[src/rtl/rtc_pkg.sv]
package rtc_pkg;

    typedef enum logic [1:0] {
        SEL_ALARM  = 2'd0,
        SEL_COUNT  = 2'd1,
        SEL_TRIM   = 2'd2,
        SEL_STATUS = 2'd3
    } rtc_sel_e;

    localparam int ST_ALARM_FLAG = 0;
    localparam int ST_TICK_FLAG  = 1;
    localparam int ST_ALARM_EN   = 2;
    localparam int ST_TICK_EN    = 3;
    localparam int ST_W          = 4;

endpackage

[src/rtl/rtc_prescaler.sv]
module rtc_prescaler #(
    parameter int DIV_W  = 16,
    parameter int DEL_W  = 10,
    parameter int GRP_W  = 10
) (
    input  logic             clk,
    input  logic             rst_n,
    input  logic             ref_pulse,
    input  logic             restart,
    input  logic [DIV_W-1:0] div_lim,
    input  logic [DEL_W-1:0] del_cnt,
    output logic             tick
);

    localparam logic [DIV_W-1:0] DIV_ONE  = {{(DIV_W-1){1'b0}}, 1'b1};
    localparam logic [DEL_W-1:0] DEL_ONE  = {{(DEL_W-1){1'b0}}, 1'b1};
    localparam logic [GRP_W-1:0] GRP_ONE  = {{(GRP_W-1){1'b0}}, 1'b1};
    localparam logic [GRP_W-1:0] GRP_LAST = '1;

    typedef struct packed {
        logic [DIV_W-1:0] div;
        logic [GRP_W-1:0] grp;
        logic [DEL_W-1:0] skip;
    } pre_t;

    pre_t st_d, st_q;
    logic tick_c;

    always_comb begin
        st_d   = st_q;
        tick_c = 1'b0;
        if (restart) begin
            st_d = '0;
        end else if (ref_pulse) begin
            if (st_q.skip != '0) begin
                st_d.skip = st_q.skip - DEL_ONE;
            end else if (st_q.div >= div_lim) begin
                tick_c    = 1'b1;
                st_d.div  = '0;
                st_d.grp  = st_q.grp + GRP_ONE;
                if (st_q.grp == GRP_LAST) begin
                    st_d.skip = del_cnt;
                end
            end else begin
                st_d.div = st_q.div + DIV_ONE;
            end
        end
    end

    always_ff @(posedge clk or negedge rst_n) begin
        if (!rst_n) begin
            st_q <= '0;
        end else begin
            st_q <= st_d;
        end
    end

    assign tick = tick_c;

    // the divider never runs past its limit
    a_r1_div_in_range: assert property (@(posedge clk) disable iff (!rst_n)
        st_q.div <= div_lim);

    // no tick while reference pulses are being discarded
    a_r2_quiet_while_skipping: assert property (@(posedge clk) disable iff (!rst_n)
        (st_q.skip != '0) |-> !tick);

    // a restart leaves the whole prescaler state at zero
    a_r10_restart_clears: assert property (@(posedge clk) disable iff (!rst_n)
        restart |=> (st_q.div == '0 && st_q.grp == '0 && st_q.skip == '0));

    // after a tick the divider starts over
    a_r1_tick_reloads: assert property (@(posedge clk) disable iff (!rst_n)
        tick |=> st_q.div == '0);

endmodule

[src/rtl/rtc_seconds.sv]
module rtc_seconds #(
    parameter int CNT_W = 32
) (
    input  logic             clk,
    input  logic             rst_n,
    input  logic             tick,
    input  logic             cnt_we,
    input  logic             alm_we,
    input  logic [CNT_W-1:0] wdata,
    output logic [CNT_W-1:0] count,
    output logic [CNT_W-1:0] alarm,
    output logic             match
);

    localparam logic [CNT_W-1:0] CNT_ONE = {{(CNT_W-1){1'b0}}, 1'b1};

    typedef struct packed {
        logic [CNT_W-1:0] cnt;
        logic [CNT_W-1:0] alm;
    } sec_t;

    sec_t st_d, st_q;
    logic [CNT_W-1:0] inc_c;
    logic             match_c;

    always_comb begin
        st_d    = st_q;
        inc_c   = st_q.cnt + CNT_ONE;
        match_c = 1'b0;
        if (cnt_we) begin
            st_d.cnt = wdata;
        end else if (tick) begin
            st_d.cnt = inc_c;
            match_c  = (inc_c == st_q.alm);
        end
        if (alm_we) begin
            st_d.alm = wdata;
        end
    end

    always_ff @(posedge clk or negedge rst_n) begin
        if (!rst_n) begin
            st_q <= '0;
        end else begin
            st_q <= st_d;
        end
    end

    assign count = st_q.cnt;
    assign alarm = st_q.alm;
    assign match = match_c;

    // an undisturbed tick adds exactly one
    a_r3_increment: assert property (@(posedge clk) disable iff (!rst_n)
        (tick && !cnt_we) |=> count == $past(count) + CNT_ONE);

    // a count write always wins over a coincident tick
    a_r5_write_wins: assert property (@(posedge clk) disable iff (!rst_n)
        cnt_we |=> count == $past(wdata));

    // a match event leaves count equal to the alarm value
    a_r6_match_equal: assert property (@(posedge clk) disable iff (!rst_n)
        (match && !alm_we) |=> count == alarm);

endmodule

[src/rtl/rtc_status.sv]
module rtc_status
    import rtc_pkg::*;
(
    input  logic            clk,
    input  logic            rst_n,
    input  logic            alarm_evt,
    input  logic            tick_evt,
    input  logic            st_we,
    input  logic [ST_W-1:0] st_wdata,
    output logic [ST_W-1:0] status,
    output logic            irq
);

    typedef struct packed {
        logic al_flag;
        logic hz_flag;
        logic al_en;
        logic hz_en;
    } st_t;

    st_t st_d, st_q;
    logic clr_al, clr_hz;

    always_comb begin
        st_d    = st_q;
        clr_al  = st_we && st_wdata[ST_ALARM_FLAG];
        clr_hz  = st_we && st_wdata[ST_TICK_FLAG];
        st_d.al_flag = alarm_evt || (st_q.al_flag && !clr_al);
        st_d.hz_flag = tick_evt  || (st_q.hz_flag && !clr_hz);
        if (st_we) begin
            st_d.al_en = st_wdata[ST_ALARM_EN];
            st_d.hz_en = st_wdata[ST_TICK_EN];
        end
    end

    always_ff @(posedge clk or negedge rst_n) begin
        if (!rst_n) begin
            st_q <= '0;
        end else begin
            st_q <= st_d;
        end
    end

    always_comb begin
        status = '0;
        status[ST_ALARM_FLAG] = st_q.al_flag;
        status[ST_TICK_FLAG]  = st_q.hz_flag;
        status[ST_ALARM_EN]   = st_q.al_en;
        status[ST_TICK_EN]    = st_q.hz_en;
        irq = (st_q.al_flag && st_q.al_en) || (st_q.hz_flag && st_q.hz_en);
    end

    // an alarm event is never lost to a coincident clear
    a_r8_alarm_set_wins: assert property (@(posedge clk) disable iff (!rst_n)
        alarm_evt |=> status[ST_ALARM_FLAG]);

    // every tick raises the tick flag
    a_r7_tick_sets: assert property (@(posedge clk) disable iff (!rst_n)
        tick_evt |=> status[ST_TICK_FLAG]);

    // a write-1 clear with no new event drops the alarm flag
    a_r8_alarm_clear: assert property (@(posedge clk) disable iff (!rst_n)
        (st_we && st_wdata[ST_ALARM_FLAG] && !alarm_evt) |=> !status[ST_ALARM_FLAG]);

endmodule

[src/rtl/rtc_trim_top.sv]
module rtc_trim_top
    import rtc_pkg::*;
#(
    parameter int CNT_W     = 32,
    parameter int DIV_W     = 16,
    parameter int DEL_W     = 10,
    parameter int GRP_W     = 10,
    parameter int DIV_RESET = 32767
) (
    input  logic             clk,
    input  logic             rst_n,
    input  logic             ref_pulse,
    input  logic             wr_en,
    input  logic [1:0]       wr_sel,
    input  logic [CNT_W-1:0] wr_data,
    input  logic [1:0]       rd_sel,
    output logic [CNT_W-1:0] rd_data,
    output logic             irq
);

    localparam int DEL_LSB = DIV_W;
    localparam logic [DIV_W-1:0] DIV_RST_V = DIV_W'(DIV_RESET);

    typedef struct packed {
        logic [DIV_W-1:0] lim;
        logic [DEL_W-1:0] del;
    } trim_t;

    trim_t trim_d, trim_q;
    rtc_sel_e wsel, rsel;
    logic we_alarm, we_count, we_trim, we_status;
    logic tick, match;
    logic [CNT_W-1:0] count, alarm;
    logic [ST_W-1:0] status;

    always_comb begin
        wsel      = rtc_sel_e'(wr_sel);
        we_alarm  = wr_en && (wsel == SEL_ALARM);
        we_count  = wr_en && (wsel == SEL_COUNT);
        we_trim   = wr_en && (wsel == SEL_TRIM);
        we_status = wr_en && (wsel == SEL_STATUS);
        trim_d    = trim_q;
        if (we_trim) begin
            trim_d.lim = wr_data[DIV_W-1:0];
            trim_d.del = wr_data[DEL_LSB +: DEL_W];
        end
    end

    always_ff @(posedge clk or negedge rst_n) begin
        if (!rst_n) begin
            trim_q.lim <= DIV_RST_V;
            trim_q.del <= '0;
        end else begin
            trim_q <= trim_d;
        end
    end

    rtc_prescaler #(
        .DIV_W (DIV_W),
        .DEL_W (DEL_W),
        .GRP_W (GRP_W)
    ) u_pre (
        .clk       (clk),
        .rst_n     (rst_n),
        .ref_pulse (ref_pulse),
        .restart   (we_trim),
        .div_lim   (trim_q.lim),
        .del_cnt   (trim_q.del),
        .tick      (tick)
    );

    rtc_seconds #(
        .CNT_W (CNT_W)
    ) u_sec (
        .clk    (clk),
        .rst_n  (rst_n),
        .tick   (tick),
        .cnt_we (we_count),
        .alm_we (we_alarm),
        .wdata  (wr_data),
        .count  (count),
        .alarm  (alarm),
        .match  (match)
    );

    rtc_status u_st (
        .clk       (clk),
        .rst_n     (rst_n),
        .alarm_evt (match),
        .tick_evt  (tick),
        .st_we     (we_status),
        .st_wdata  (wr_data[ST_W-1:0]),
        .status    (status),
        .irq       (irq)
    );

    always_comb begin
        rsel    = rtc_sel_e'(rd_sel);
        rd_data = '0;
        case (rsel)
            SEL_ALARM:  rd_data = alarm;
            SEL_COUNT:  rd_data = count;
            SEL_TRIM: begin
                rd_data[DIV_W-1:0]       = trim_q.lim;
                rd_data[DEL_LSB +: DEL_W] = trim_q.del;
            end
            default:    rd_data[ST_W-1:0] = status;
        endcase
    end

    // the trim register only changes on a trim write
    a_r4_trim_stable: assert property (@(posedge clk) disable iff (!rst_n)
        !we_trim |=> $stable(trim_q));

    // interrupt never raised with all flags clear
    a_r9_irq_needs_flag: assert property (@(posedge clk) disable iff (!rst_n)
        irq |-> (status[ST_ALARM_FLAG] || status[ST_TICK_FLAG]));

endmodule

[config.mk]
export PLATFORM = sky130hd
export DESIGN_NAME = rtc_trim_top
export DESIGN_NICKNAME = d
export VERILOG_FILES = /design/src/rtl/rtc_pkg.sv /design/src/rtl/rtc_prescaler.sv /design/src/rtl/rtc_seconds.sv /design/src/rtl/rtc_status.sv /design/src/rtl/rtc_trim_top.sv
export SDC_FILE = /design/constraint.sdc
export NUM_CORES = 1
export LEC_CHECK = 0
export ABC_AREA = 0
export BUFFER_PORTS_ARGS = -buffer_cell sky130_fd_sc_hd__buf_2
export CORE_UTILIZATION = 45
export DETAILED_ROUTE_END_ITERATION = 16
export GPL_ROUTABILITY_DRIVEN = 0
export SETUP_SLACK_MARGIN = 0.1
export SYNTH_ARGS = -nofsm -noshare
export SYNTH_HDL_FRONTEND = slang
export SYNTH_SLANG_ARGS = --single-unit
[constraint.sdc]
create_clock -name clk -period 7.1 [get_ports clk]
set_clock_uncertainty 0.2 [all_clocks]
set_input_delay 0.355 -clock clk [delete_from_list [all_inputs] [get_ports clk]]
set_output_delay 0.355 -clock clk [all_outputs]
set_load 0.02 [all_outputs]
# --- Word level (Yosys, flattened, before mapping) ---
# Index checks and enable logic that the tools add are counted.
word_totals:
  out_inout_bits: 33
  in_bits: 40
  elab_cells: 68
  regBits: 130
classes:
  eq_ne: 8
  n_addsub: 4
  n_reduce_logical: 26
  magnitude_cmp: 1
  muxes: 18
op_table:
  columns: ["cell", "n"]
  rows:
  - ["$mux 36", 2]
  - ["$pmux 22 s3", 1]
  - ["$mux 32", 2]
  - ["$add 32x1->32 const B", 1]
  - ["$eq 32x32->1", 1]
  - ["$mux 26", 1]
  - ["$mux 10", 2]
  - ["$mux 20", 1]
  - ["$add 16x1->16 const B", 1]
  - ["$ge 16x16->1", 1]
  - ["$mux 16", 1]
  - ["$pmux 4 s3", 1]
  - ["$pmux 6 s2", 1]
  - ["$add 10x1->10 const B", 1]
  - ["$eq 10x10->1 const B", 1]
  - ["$logic_and 1x1->1", 10]
  - ["$reduce_bool 10->1", 1]
  - ["$sub 10x1->10 const B", 1]
  - ["$eq 2x2->1 const B", 3]
  - ["$mux 1", 6]
  - ["$reduce_and 3->1", 2]
  - ["$reduce_bool 2->1", 3]
  - ["$reduce_bool 3->1", 2]
  - ["$eq 2x1->1 const B", 2]
  - ["other kinds (5)", 9]

# --- Depth between registers and ports, before layout ---
# Gate-level depths: netlist of run 1.
logic_depth:
  depth_word: 8
  ltp_mapped: 11
  mapped_depth_nobuf: 9

# --- Hierarchy ---
# From an unflattened synthesis of run 1, not the netlist that was laid out.
hier_totals:
  cells_unflattened: 868
  hier_area_um2: 8678.3
by_module_without_submodules:
  columns: ["mod", "n_inst", "cells_each", "area_per_inst_um2", "seq_area_each_um2"]
  rows:
  - ["rtc_seconds", 1, 446, 4101.4, 1601.5]
  - ["rtc_prescaler", 1, 280, 2640.0, 900.9]
  - ["rtc_trim_top", 1, 131, 1775.5, 669.4]
  - ["rtc_status", 1, 11, 161.4, 100.1]

# --- Least setup slack after synthesis of run 1 ---
# Ideal clock, no wire load.
synth_path:
  kind: "register -> register"
  from: "register trim_q[23] (netlist bit)"
  to: "register u_sec.st_q (netlist bit u_sec.count[19])"
  period_less_slack_ns: 2.941
  setup_ns: 0.137
  stages_incl_launch_ff: 12
  required_time_ns: 6.763
  t_arrival_ns: 2.604
  path_slack_ns: 4.159
  n_path_buf: 2
  path_cell_list: "dfstp_2 -> inv_1 -> ha_1 -> a211oi_1 -> nor2_1 -> a2111oi_0 -> o21ai_1 -> clkbuf_1 -> clkbuf_1 -> nand3b_1 -> xor2_1 -> a21oi_1"
synth_via:
  elab_chain_cells: 6
synth_rtl:
  columns: ["item", "line", "text"]
  rows:
  - ["start: declaration", "rtc_trim_top.sv:29", "trim_t trim_d, trim_q;"]
  - ["start signal: assignment", "rtc_trim_top.sv:54", "trim_q <= trim_d;"]
  - ["$ge 16x16->1", "rtc_prescaler.sv:37", "end else if (st_q.div >= div_lim) begin"]
  - ["$mux 1", "rtc_prescaler.sv:37", null]
  - ["$mux 1", "rtc_prescaler.sv:35", "if (st_q.skip != '0) begin"]
  - ["$mux 1", "rtc_prescaler.sv:34", "end else if (ref_pulse) begin"]
  - ["$mux 1", "rtc_prescaler.sv:32", "if (restart) begin"]
  - ["$reduce_bool 2->1 (no source line)", null, null]
  - ["end signal: assignment", "rtc_seconds.sv:45", "st_q <= st_d;"]
  - ["end: declaration", "rtc_seconds.sv:22", "sec_t st_d, st_q;"]
# Every way passes these cells.
# A chain may end at the register's enable or synchronous reset.

# --- Worst setup path in the final report of run 1 ---
layout_path:
  from: "register trim_q[23] (netlist bit)"
  to: "register u_pre.st_q[34] (netlist bit)"
layout_via:
  elab_chain_cells: 5
layout_rtl:
  columns: ["item", "line", "text"]
  rows:
  - ["$ge 16x16->1", "rtc_prescaler.sv:37", null]
  - ["$mux 16", "rtc_prescaler.sv:37", null]
  - ["$mux 26", "rtc_prescaler.sv:35", null]
  - ["$mux 36", "rtc_prescaler.sv:34", null]
  - ["$mux 36", "rtc_prescaler.sv:32", null]
  - ["end signal: assignment", "rtc_prescaler.sv:54", "st_q <= st_d;"]
  - ["end: declaration", "rtc_prescaler.sv:26", "pre_t st_d, st_q;"]
# Every way passes these cells. The select of a mux whose other input is x is not followed.

==> qor.csv, run 1 <==
metric;value;unit
status;finished clean;
pwr-share-seq;0.398;
yosys.area_share.adder;0.03054;
hold_viol;0;
r2r-start;trim_q[23];
critPathMaxFanout;14;
synth_nets;968;
p_sw;0.9126;mW
place_ws;3.573;ns
yosysMostFrequentCell;dfrtp_1;
relSlewSlack;0.2888;
synth-simple-area-share;0.2106;
place_hpwl;15100;um
synth-edff-count;0;
synthCells;908;
wl_per_cell;17.96;um
drt-vias-per-instance;5.676;
grt_pass1_vias;6686;
required;7.25;ns
p_int;1.676;mW
async_flop_share;1.000;
synth_top_flop_cell;dfrtp_1;
clockBufferDepth;2;
setup_viol;0;
start_util;0.4673;
timing.fmax;283.5;MHz
swShare;0.3525;
die_area;18750;sq um
synth_top_area_frac;0.3512;
synth_seq_cells;130;
nNetsFinal;1042;
grt_max_degree;76;
grt_pass1_wl;35450;um
crit_arrival;3.68;ns
reg2reg_depth;9;
ios;73;
yosysSeqAreaShare;0.3993;
drv_slew;0;
synth_area_leaders;dfrtp_1 35%, nand2_1 4.9%, dfstp_2 4.8%;
antenna_cells;0;
critPathKind;reg -> reg;
syn_avg_cell_area;9.024;sq um
final.min_clock_period;3.527;ns
placed_area;8696;sq um
synth.largest_area_cell;dfrtp_1;
grt_use_met1;0.3495;
ys_warn_count;0;
r2r_slack;3.57;ns
grt_util_met3;0.04556;
hold-path-cell-count;2;
path_clk_slew;0.06;ns
cts_hold_buf;31;
p_total;2.589;mW
peakVddDrop;0.1871;mV
vias;6925;
synth_top_family_by_area;simple AND/OR/NAND/NOR gates;
synthMuxAreaShare;0.09162;
hp-start;wr_data[30];
r2r_end;u_pre.st_q[34];
tightest_slew;1.067;ns
fin_crit_sh;0.4967;
io_buffers;72;
synthTopCellsByCount;115 x dfrtp_1, 106 x nand2_1, 77 x nor2_1;
drive_gt1_frac;0.1819;
drtPass1Iterations;5;
route.detailed.drc;0;
antenna_left;0;
holdPathEnd;u_sec.alarm[30];
setup_slack;3.573;ns
synth_xor_area_frac;0.09192;
gr-usage-met2;0.3875;
grt.total_usage;0.2485;
clockPowerShare;0.335;
die_width;136.9;um
tritoncts;done;
cts_root_buf;clkbuf_16;
htree_levels;4;
power_density;270.1;nW/um^2
die_y;136.9;um
hold_path_class;in -> reg;
cp-start-kind;register;
fin_area;9585;sq um
fp-row-count;48;
setup_tns;0;ns
numClockSinks;130;
p_leak;4.086;nW
numCtsBuffers;17;
drt_wl_total;21920;um
fp.coreArea;17540;sq um
drt-initial-drc-count;429;
area_growth;16.98;%
globalRouteOverflowTotal;0;
antenna_found_initial;0;
top_usage_layer;met2;
syn_area;8194;sq um
synth_compound_area_frac;0.1336;
post_cts_buffers;0;
max-cap-violations;0;
rsz0062_at_grt;false;
synth_cell_types;70;
p_comb_frac;0.267;
cp-end-kind;register;
cts_resized;0;
worstSkewPairLatency;0.43;ns
hold_slack;0.01136;ns
kinds of logic after synthesis:
family                   count (synthesis)
adder cells (fa/ha/maj)                 20
AO/OA/AOI/OAI                          182
AND/OR/NAND/NOR                        338
flip-flops                             130
buffers and inverters                   86
multiplexers                            66
XOR/XNOR                                86
layout by cell type (no fill, tap or decap), types with 7 or more instances in the layout:
cell / Yosys / routed
clkbuf_16: 0 / 17
buf_2: 8 / 71
a21oi_1: 50 / 50
ha_1: 20 / 20
mux2_2: 32 / 32
nor2_1: 77 / 76
mux2i_1: 30 / 30
nand3b_1: 8 / 8
nand2_1: 106 / 106
dfstp_2: 15 / 15
buf_4: 4 / 8
and3_1: 20 / 20
clkinvlp_4: 0 / 7
dfrtp_1: 115 / 115
xnor2_1: 42 / 42
o21ai_0: 58 / 58
nand3_1: 26 / 26
xor2_1: 44 / 44
o21ai_1: 21 / 20
nor3_1: 11 / 10
nand4_1: 37 / 37
dlygate4sd3_1: 0 / 31
or3_1: 7 / 7
inv_1: 30 / 30
a31oi_1: 8 / 8
area by class of cell:
| type | instances | area, sq um |
|---|---|---|
| clock buffers | 19 | 452.9 |
| clock inverters | 13 | 126.4 |
| fillers | 1662 | 7951 |
| inverters | 30 | 112.6 |
| multi-input cells | 692 | 4603 |
| flip-flops and latches | 130 | 3272 |
| well taps | 225 | 281.5 |
| repair buffers | 111 | 737.0 |
per-stage QoR:
step,cells,util
after global routing,1220,0.5466
after floorplan,908,-
after detailed placement,1157,0.4959
after CTS,1220,0.5466
final,1220,0.5466
after global placement,1157,0.4959
worst max path at each step:
| stage | depth (start not counted) | slack (ns) | startpoint | end |
|---|---|---|---|---|
| CTS | 9 | 3.56 | trim_q[23] | u_pre.st_q[34] |
| floorplan | 11 | 4.16 | trim_q[23] | u_sec.count[19] |
| global placement | 9 | 3.66 | trim_q[23] | u_pre.st_q[32] |
| global route | 9 | 3.28 | trim_q[23] | u_pre.st_q[34] |
| detailed placement | 9 | 3.57 | trim_q[23] | u_pre.st_q[34] |
| finish | 9 | 3.57 | trim_q[23] | u_pre.st_q[34] |
sequential cells by signal (all words and copies together), names as in the netlist:
name and count:
trim_q 26, u_pre.st_q 36, u_sec.alarm 32, u_sec.count 32, u_st.status 4
critical path, cell delays in order, from the launching register on:
cell and delay (ns):
dfstp_2 0.53, inv_1 0.05, ha_1 0.32, a211oi_1 0.24, nor2_1 0.08, a2111oi_0 0.80
o21ai_4 0.28, nor2b_1 0.61, nand4_1 0.19, o21ai_1 0.16
power by group through the flow:
stage          clock network [mW]  logic, mW  registers (mW)
2_1_floorplan                   0      0.547           0.964
3_3_place_gp                    0      0.671            1.04
3_5_place_dp                    0      0.675            1.04
4_1_cts                     0.879      0.694            1.03
5_1_grt                     0.909      0.768            1.05
6_report                    0.867      0.691            1.03
per-layer routing:
layer | part of all wire | routed length (um)
met1 | 0.47 | 10380
met5 | 0 | 0
met4 | 0.017 | 369
met2 | 0.47 | 10290
met3 | 0.040 | 872
Power figures use the tool's default switching activity.
==> inputs of run 2 (changes only) <==
--- a/config.mk
+++ b/config.mk
@@ -10,6 +10,7 @@
 export CORE_UTILIZATION = 45
 export DETAILED_ROUTE_END_ITERATION = 16
 export GPL_ROUTABILITY_DRIVEN = 0
+export PLACE_DENSITY = 0.65
 export SETUP_SLACK_MARGIN = 0.1
 export SYNTH_ARGS = -nofsm -noshare
 export SYNTH_HDL_FRONTEND = slang
==> constraint.sdc (replaced) <==
create_clock -name clk -period 2.85 [get_ports clk]
set_clock_uncertainty 0.2 [all_clocks]
set_input_delay 0.1425 -clock clk [delete_from_list [all_inputs] [get_ports clk]]
set_output_delay 0.1425 -clock clk [all_outputs]
set_load 0.02 [all_outputs]
==> run 2 against run 1 <==
Non-clock buffer count up 71; cell area up 10%; via count up 4.5%; maximum frequency up 28%; sequential cell count unchanged; worst setup slack worse by 3.5 ns; first-iteration DRC count up 35%; register-to-register slack worse by 3.5 ns; utilization up 5.6 points; worst hold slack better by 0.0059 ns; total power rose to 2.7 times the previous value.
==> qor.csv, run 2 (synthesis gave the netlist of run 1 again) <==
metric;value;unit;change
hold_slack;0.01730;ns;+0.005942 ns
tightest_slew;0.6695;ns;-0.3973 ns
antenna_left;0;;unchanged
cp-start-kind;register;;
drt_wl_total;23410;um;+6.8%
timing.fmax;364.3;MHz;+28%
drv_slew;0;;unchanged
vias;7235;;+4.5%
tritoncts;done;;
p_leak;4.547;nW;+11%
place_hpwl;16290;um;+7.9%
required;2.93;ns;-4.32 ns
drtPass1Iterations;5;;unchanged
wl_per_cell;18.13;um;+0.93%
route.detailed.drc;0;;unchanged
start_util;0.4673;;unchanged
hold-path-cell-count;4;;+2
antenna_found_initial;0;;unchanged
top_usage_layer;met2;;
critPathMaxFanout;6;;-8
fp-row-count;48;;unchanged
grt_util_met3;0.04556;;unchanged
regMostFlops;u_pre.st_q;;
globalRouteOverflowTotal;0;;unchanged
io_buffers;72;;unchanged
cts_root_buf;clkbuf_16;;
grt_use_met1;0.3529;;+0.003364
nNetsFinal;1113;;+6.8%
largest_reg_flops;36;;unchanged
grt.total_usage;0.2576;;+0.009071
drive_gt1_frac;0.2767;;+0.09483
htree_levels;4;;unchanged
final.min_clock_period;2.745;ns;-0.7816 ns
power_density;656.2;nW/um^2;+140%
worstSkewPairLatency;0.43;ns;about the same
critPathKind;reg -> reg;;
drt-vias-per-instance;5.604;;-1.3%
fin_crit_sh;0.9633;;+0.4665
max-cap-violations;0;;unchanged
relSlewSlack;0.5537;;+0.2649
antenna_cells;0;;unchanged
grt_pass1_wl;36700;um;+3.5%
numClockSinks;130;;unchanged
cp-end-kind;register;;
gr-usage-met2;0.4105;;+0.02301
path_clk_slew;0.06;ns;about the same
final_cell_mix;115 x dfrtp_1, 104 x nand2_1, 75 x nor2_1;;
setup_viol;0;;unchanged
die_y;136.9;um;unchanged
grt_max_degree;66;;-13%
hold_path_class;in -> reg;;
fin_area;10570;sq um;+10%
clockBufferDepth;2;;unchanged
numCtsBuffers;17;;unchanged
rsz0062_at_grt;true;;
reg2reg_depth;12;;+3
final_common_cell;dfrtp_1;;
die_width;136.9;um;unchanged
ios;73;;unchanged
area_growth;29.01;%;
die_area;18750;sq um;unchanged
crit_arrival;2.82;ns;-0.86 ns
peakVddDrop;0.4442;mV;+140%
hold_viol;0;;unchanged
fp.coreArea;17540;sq um;unchanged
status;finished clean;;
placed_area;9125;sq um;+4.9%
grt_pass1_vias;6938;;+3.8%
drt-initial-drc-count;580;;+35%
==> run 2: cell types whose count changed in the layout (fill, tap and decap cells not counted), moves of 5 or more <==
cell     previous run  this run
buf_4               8        65
ha_4                0         8
inv_2               0         6
ha_1               20        12
a21oi_2             0         5
buf_6               1         6
a21oi_1            50        44
nand3_1            26        19
nand3_2             0         6
inv_1              30        24
==> run 2: area by class of cell <==
type,instances,area (sq um)
fill,1541,6965
multi-input combinational,692,4907
sequential,130,3272
timing repair buffer,182,1371
clock buffer,19,442.9
tap,225,281.5
clock inverter,13,183.9
inverter,30,112.6
==> run 2: path summary, 6_finish.rpt <==
check | startpoint | endpoint | slack (ns)
setup reg to reg | trim_q[19] | u_sec.count[6] | 0.10
hold / removal | wr_sel[1] | u_st.status[1] | 0.02
setup / recovery | trim_q[19] | u_sec.count[6] | 0.10
min in group asynchronous | rst_n | u_sec.alarm[28] | 0.08
hold reg to reg | trim_q[20] | trim_q[20] | 0.33
max in group asynchronous | rst_n | trim_q[21] | 1.61
==> run 2: worst max-delay path, stage by stage (launching register included) <==
cell       delay (ns)
dfstp_2          0.53
inv_2            0.05
ha_4             0.24
a21oi_2          0.15
o21ai_2          0.09
a2111oi_4        0.39
o21ai_4          0.19
buf_4            0.18
buf_6            0.12
buf_12           0.12
nand3_1          0.08
xor2_1           0.16
a21oi_1          0.08
==> run 2: per-layer routing <==
metal  part of all wire  wire length, um
met5                  0                0
met4              0.019              445
met3              0.041              969
met2               0.48            11230
met1               0.46            10760
==> run 2: per-stage QoR <==
step	setup slack [ns]	power, mW	TNS, ns	instances	util
global route	-0.02143	7.288	-0.02316	1291	0.6028
floorplan	0.1711	3.767	0	908	-
CTS	0.09350	6.835	0	1279	0.5820
detailed placement	-0.09227	4.421	-0.9569	1210	0.5203
global placement	-0.006316	4.394	-0.006316	1210	0.5203
finish	0.1047	6.937	0	1291	0.6028
==> run 2: power breakdown <==
group          internal (mW)  switching (mW)  leakage [nW]
logic                  0.927            1.14          2.68
registers               2.17           0.338          1.57
clock network           1.49           0.876         0.299
==> run 2: repair_timing <==
item,CTS,global route
hold buffers,34,0
endpoints found under the hold margin,190,0
endpoints found under the setup margin,59,62
gates resized for setup,16,51
pin swaps,11,33
setup buffers,3,10
cloned,0,2
==> inputs of run 3 (changes only) <==
--- a/config.mk
+++ b/config.mk
@@ -8,6 +8,7 @@
 export ABC_AREA = 0
 export BUFFER_PORTS_ARGS = -buffer_cell sky130_fd_sc_hd__buf_2
 export CORE_UTILIZATION = 45
+export CTS_BUF_LIST = sky130_fd_sc_hd__clkbuf_8
 export DETAILED_ROUTE_END_ITERATION = 16
 export GPL_ROUTABILITY_DRIVEN = 0
 export PLACE_DENSITY = 0.65
==> constraint.sdc (replaced) <==
create_clock -name clk -period 2.4 [get_ports clk]
set_clock_uncertainty 0.2 [all_clocks]
set_input_delay 0.12 -clock clk [delete_from_list [all_inputs] [get_ports clk]]
set_output_delay 0.12 -clock clk [all_outputs]
set_load 0.02 [all_outputs]
==> run 3 against run 2 <==
The run now ends with setup timing left; clock-buffer cell count grew 2; global-route usage grew 1.8 points; critical path type unchanged; sequential cell count is the same; first-iteration DRC count shrank 4.8%; critical path depth is the same; routed wire length grew 5.6%; worst hold slack gained 0.036 ns; clock power shrank 17%; sequential share of layout area shrank 2.0 points; register-to-register slack lost 0.43 ns; sequential power grew 16%; critical endpoint is now u_sec.count[11]; utilization grew 4.2 points.
==> qor.csv, run 3 (synthesis gave the netlist of run 1 again) <==
metric;value;unit;change
status;complete, but fails checks;;
failed_checks;setup timing;;
max-cap-violations;0;;unchanged
r2r_slack;-0.33;ns;-0.43 ns
drt_wl_total;24730;um;+5.6%
wl_per_cell;17.81;um;-1.7%
antenna_cells;0;;unchanged
p_int;5.101;mW;+11%
grt_max_degree;66;;unchanged
regMostFlops;u_pre.st_q;;
largest_reg_flops;36;;unchanged
hold_path_class;in -> async;;
fp.coreArea;17540;sq um;unchanged
fin_area;11310;sq um;+7.0%
relSlewSlack;0.5205;;-0.03321
tritoncts;done;;
p_sw;2.794;mW;+19%
antenna_found_initial;0;;unchanged
rsz0062_at_grt;true;;
p_total;7.895;mW;+14%
timing.fmax;366.5;MHz;+0.63%
htree_levels;4;;unchanged
r2r_end;u_sec.count[11];;
die_area;18750;sq um;unchanged
crit_arrival;2.84;ns;+0.02 ns
p_comb_frac;0.383;;+0.085
clockPowerShare;0.250;;-0.091
hold_slack;0.05355;ns;+0.03625 ns
cp-start-kind;register;;
worstSkewPairLatency;0.46;ns;+0.03 ns
area_growth;37.99;%;
critPathMaxFanout;8;;+2
reg2reg_depth;12;;unchanged
die_width;136.9;um;unchanged
swShare;0.3539;;+0.01448
path_clk_slew;0.08;ns;+0.02 ns
cp-end-kind;register;;
cts_root_buf;clkbuf_8;;
placed_area;10080;sq um;+10%
drv_slew;0;;unchanged
grt_pass1_vias;7552;;+8.8%
setup_slack;-0.3282;ns;-0.4329 ns
start_util;0.4673;;unchanged
vias;7779;;+7.5%
final.min_clock_period;2.728;ns;-0.01709 ns
io_buffers;72;;unchanged
drive_gt1_frac;0.3508;;+0.07408
die_y;136.9;um;unchanged
clockBufferDepth;2;;unchanged
final_cell_mix;154 x buf_4, 115 x dfrtp_1, 105 x nand2_1;;
peakVddDrop;0.4171;mV;-6.1%
p_leak;4.984;nW;+9.6%
globalRouteOverflowTotal;0;;unchanged
antenna_left;0;;unchanged
drtPass1Iterations;6;;+1
pwr-share-seq;0.368;;+0.007
drt-vias-per-instance;5.604;;about the same
numClockSinks;130;;unchanged
drt-initial-drc-count;552;;-4.8%
fin_crit_sh;1.137;;+0.1735
grt_pass1_wl;39340;um;+7.2%
nNetsFinal;1212;;+8.9%
r2r-start;trim_q[23];;
setup_viol;70;;+70
place_hpwl;17630;um;+8.2%
ios;73;;unchanged
grt.total_usage;0.2757;;+0.01815
numCtsBuffers;17;;unchanged
hold_viol;0;;unchanged
final_common_cell;buf_4;;
critPathKind;reg -> reg;;
route.detailed.drc;0;;unchanged
fp-row-count;48;;unchanged
required;2.51;ns;-0.42 ns
power_density;698.2;nW/um^2;+6.4%
tightest_slew;0.7193;ns;+0.04981 ns
[run 3: cell types whose count changed in the layout (fill, tap and decap cells not counted), sizes merged]
| cell | delta |
|---|---|
| clkbuf | +1 |
| clkinvlp | -3 |
| dlygate4sd3 | +4 |
| bufinv | -1 |
| clkinv | -3 |
| buf | +96 |
| inv | +3 |
[run 3: area by class of cell]
cell class                      count  area (sq um)
Clock buffer                       21         289.0
Timing Repair Buffer              281          2137
Tap cell                          225         281.5
Inverter                           30         112.6
Multi-Input combinational cell    692          5100
Clock inverter                      9         115.1
Fill cell                        1453          6230
Sequential cell                   130          3272
[run 3: power groups by stage]
stage	logic, mW	clock network [mW]	registers (mW)
2_1_floorplan	1.69	0	2.86
3_3_place_gp	2.72	0	2.91
3_5_place_dp	2.75	0	2.92
4_1_cts	2.87	2.01	2.89
5_1_grt	3.28	2.09	2.94
6_report	3.02	1.97	2.90
[run 3: stage by stage]
stage	setup TNS, ns	cells	setup slack [ns]	util
finish	-14.56	1388	-0.3282	0.6448
floorplan	-2.704	908	-0.2395	-
global route	-22.57	1388	-0.4294	0.6448
detailed placement	-14.70	1305	-0.3845	0.5748
global placement	-11.96	1305	-0.3431	0.5748
CTS	-12.40	1379	-0.2990	0.6299
[run 3: timing repair]
item | 4_1_cts | 5_1_grt
endpoints found under the hold margin | 221 | 0
hold buffers | 39 | 0
buffers inserted | 5 | 12
pin swaps | 41 | 50
endpoints found under the setup margin | 70 | 70
gates resized for setup | 24 | 38
[run 3: layer usage]
metal  wire length, um  vias up  GRT usage
met2             11490      206     0.4371
met5                 0        -          0
met4               778        0     0.1184
met1             11350     3804     0.3715
met3              1106       52    0.04370
li1                  -     3717          -
[run 3: worst max path at each step]
| stage | from | endpoint | depth (start not counted) |
|---|---|---|---|
| 3_5_place_dp | trim_q[21] | u_sec.count[11] | 11 |
| 6_report | trim_q[23] | u_sec.count[11] | 12 |
| 4_1_cts | trim_q[23] | u_pre.st_q[4] | 11 |
| 5_1_grt | trim_q[23] | u_pre.st_q[33] | 12 |
| 3_3_place_gp | trim_q[23] | u_sec.count[11] | 11 |
| 2_1_floorplan | u_sec.count[11] | u_st.status[0] | 8 |
[run 3: worst max-delay path: stages, from the launching register on]
cell and delay [ns]:
dfstp_2 0.54, inv_2 0.05, ha_4 0.24, nand4_1 0.12, buf_4 0.14, nor3_4 0.04
a2111oi_4 0.36, o21ai_4 0.15, buf_6 0.18, buf_8 0.14, nand3b_1 0.11, xor2_1 0.20
a21oi_2 0.11
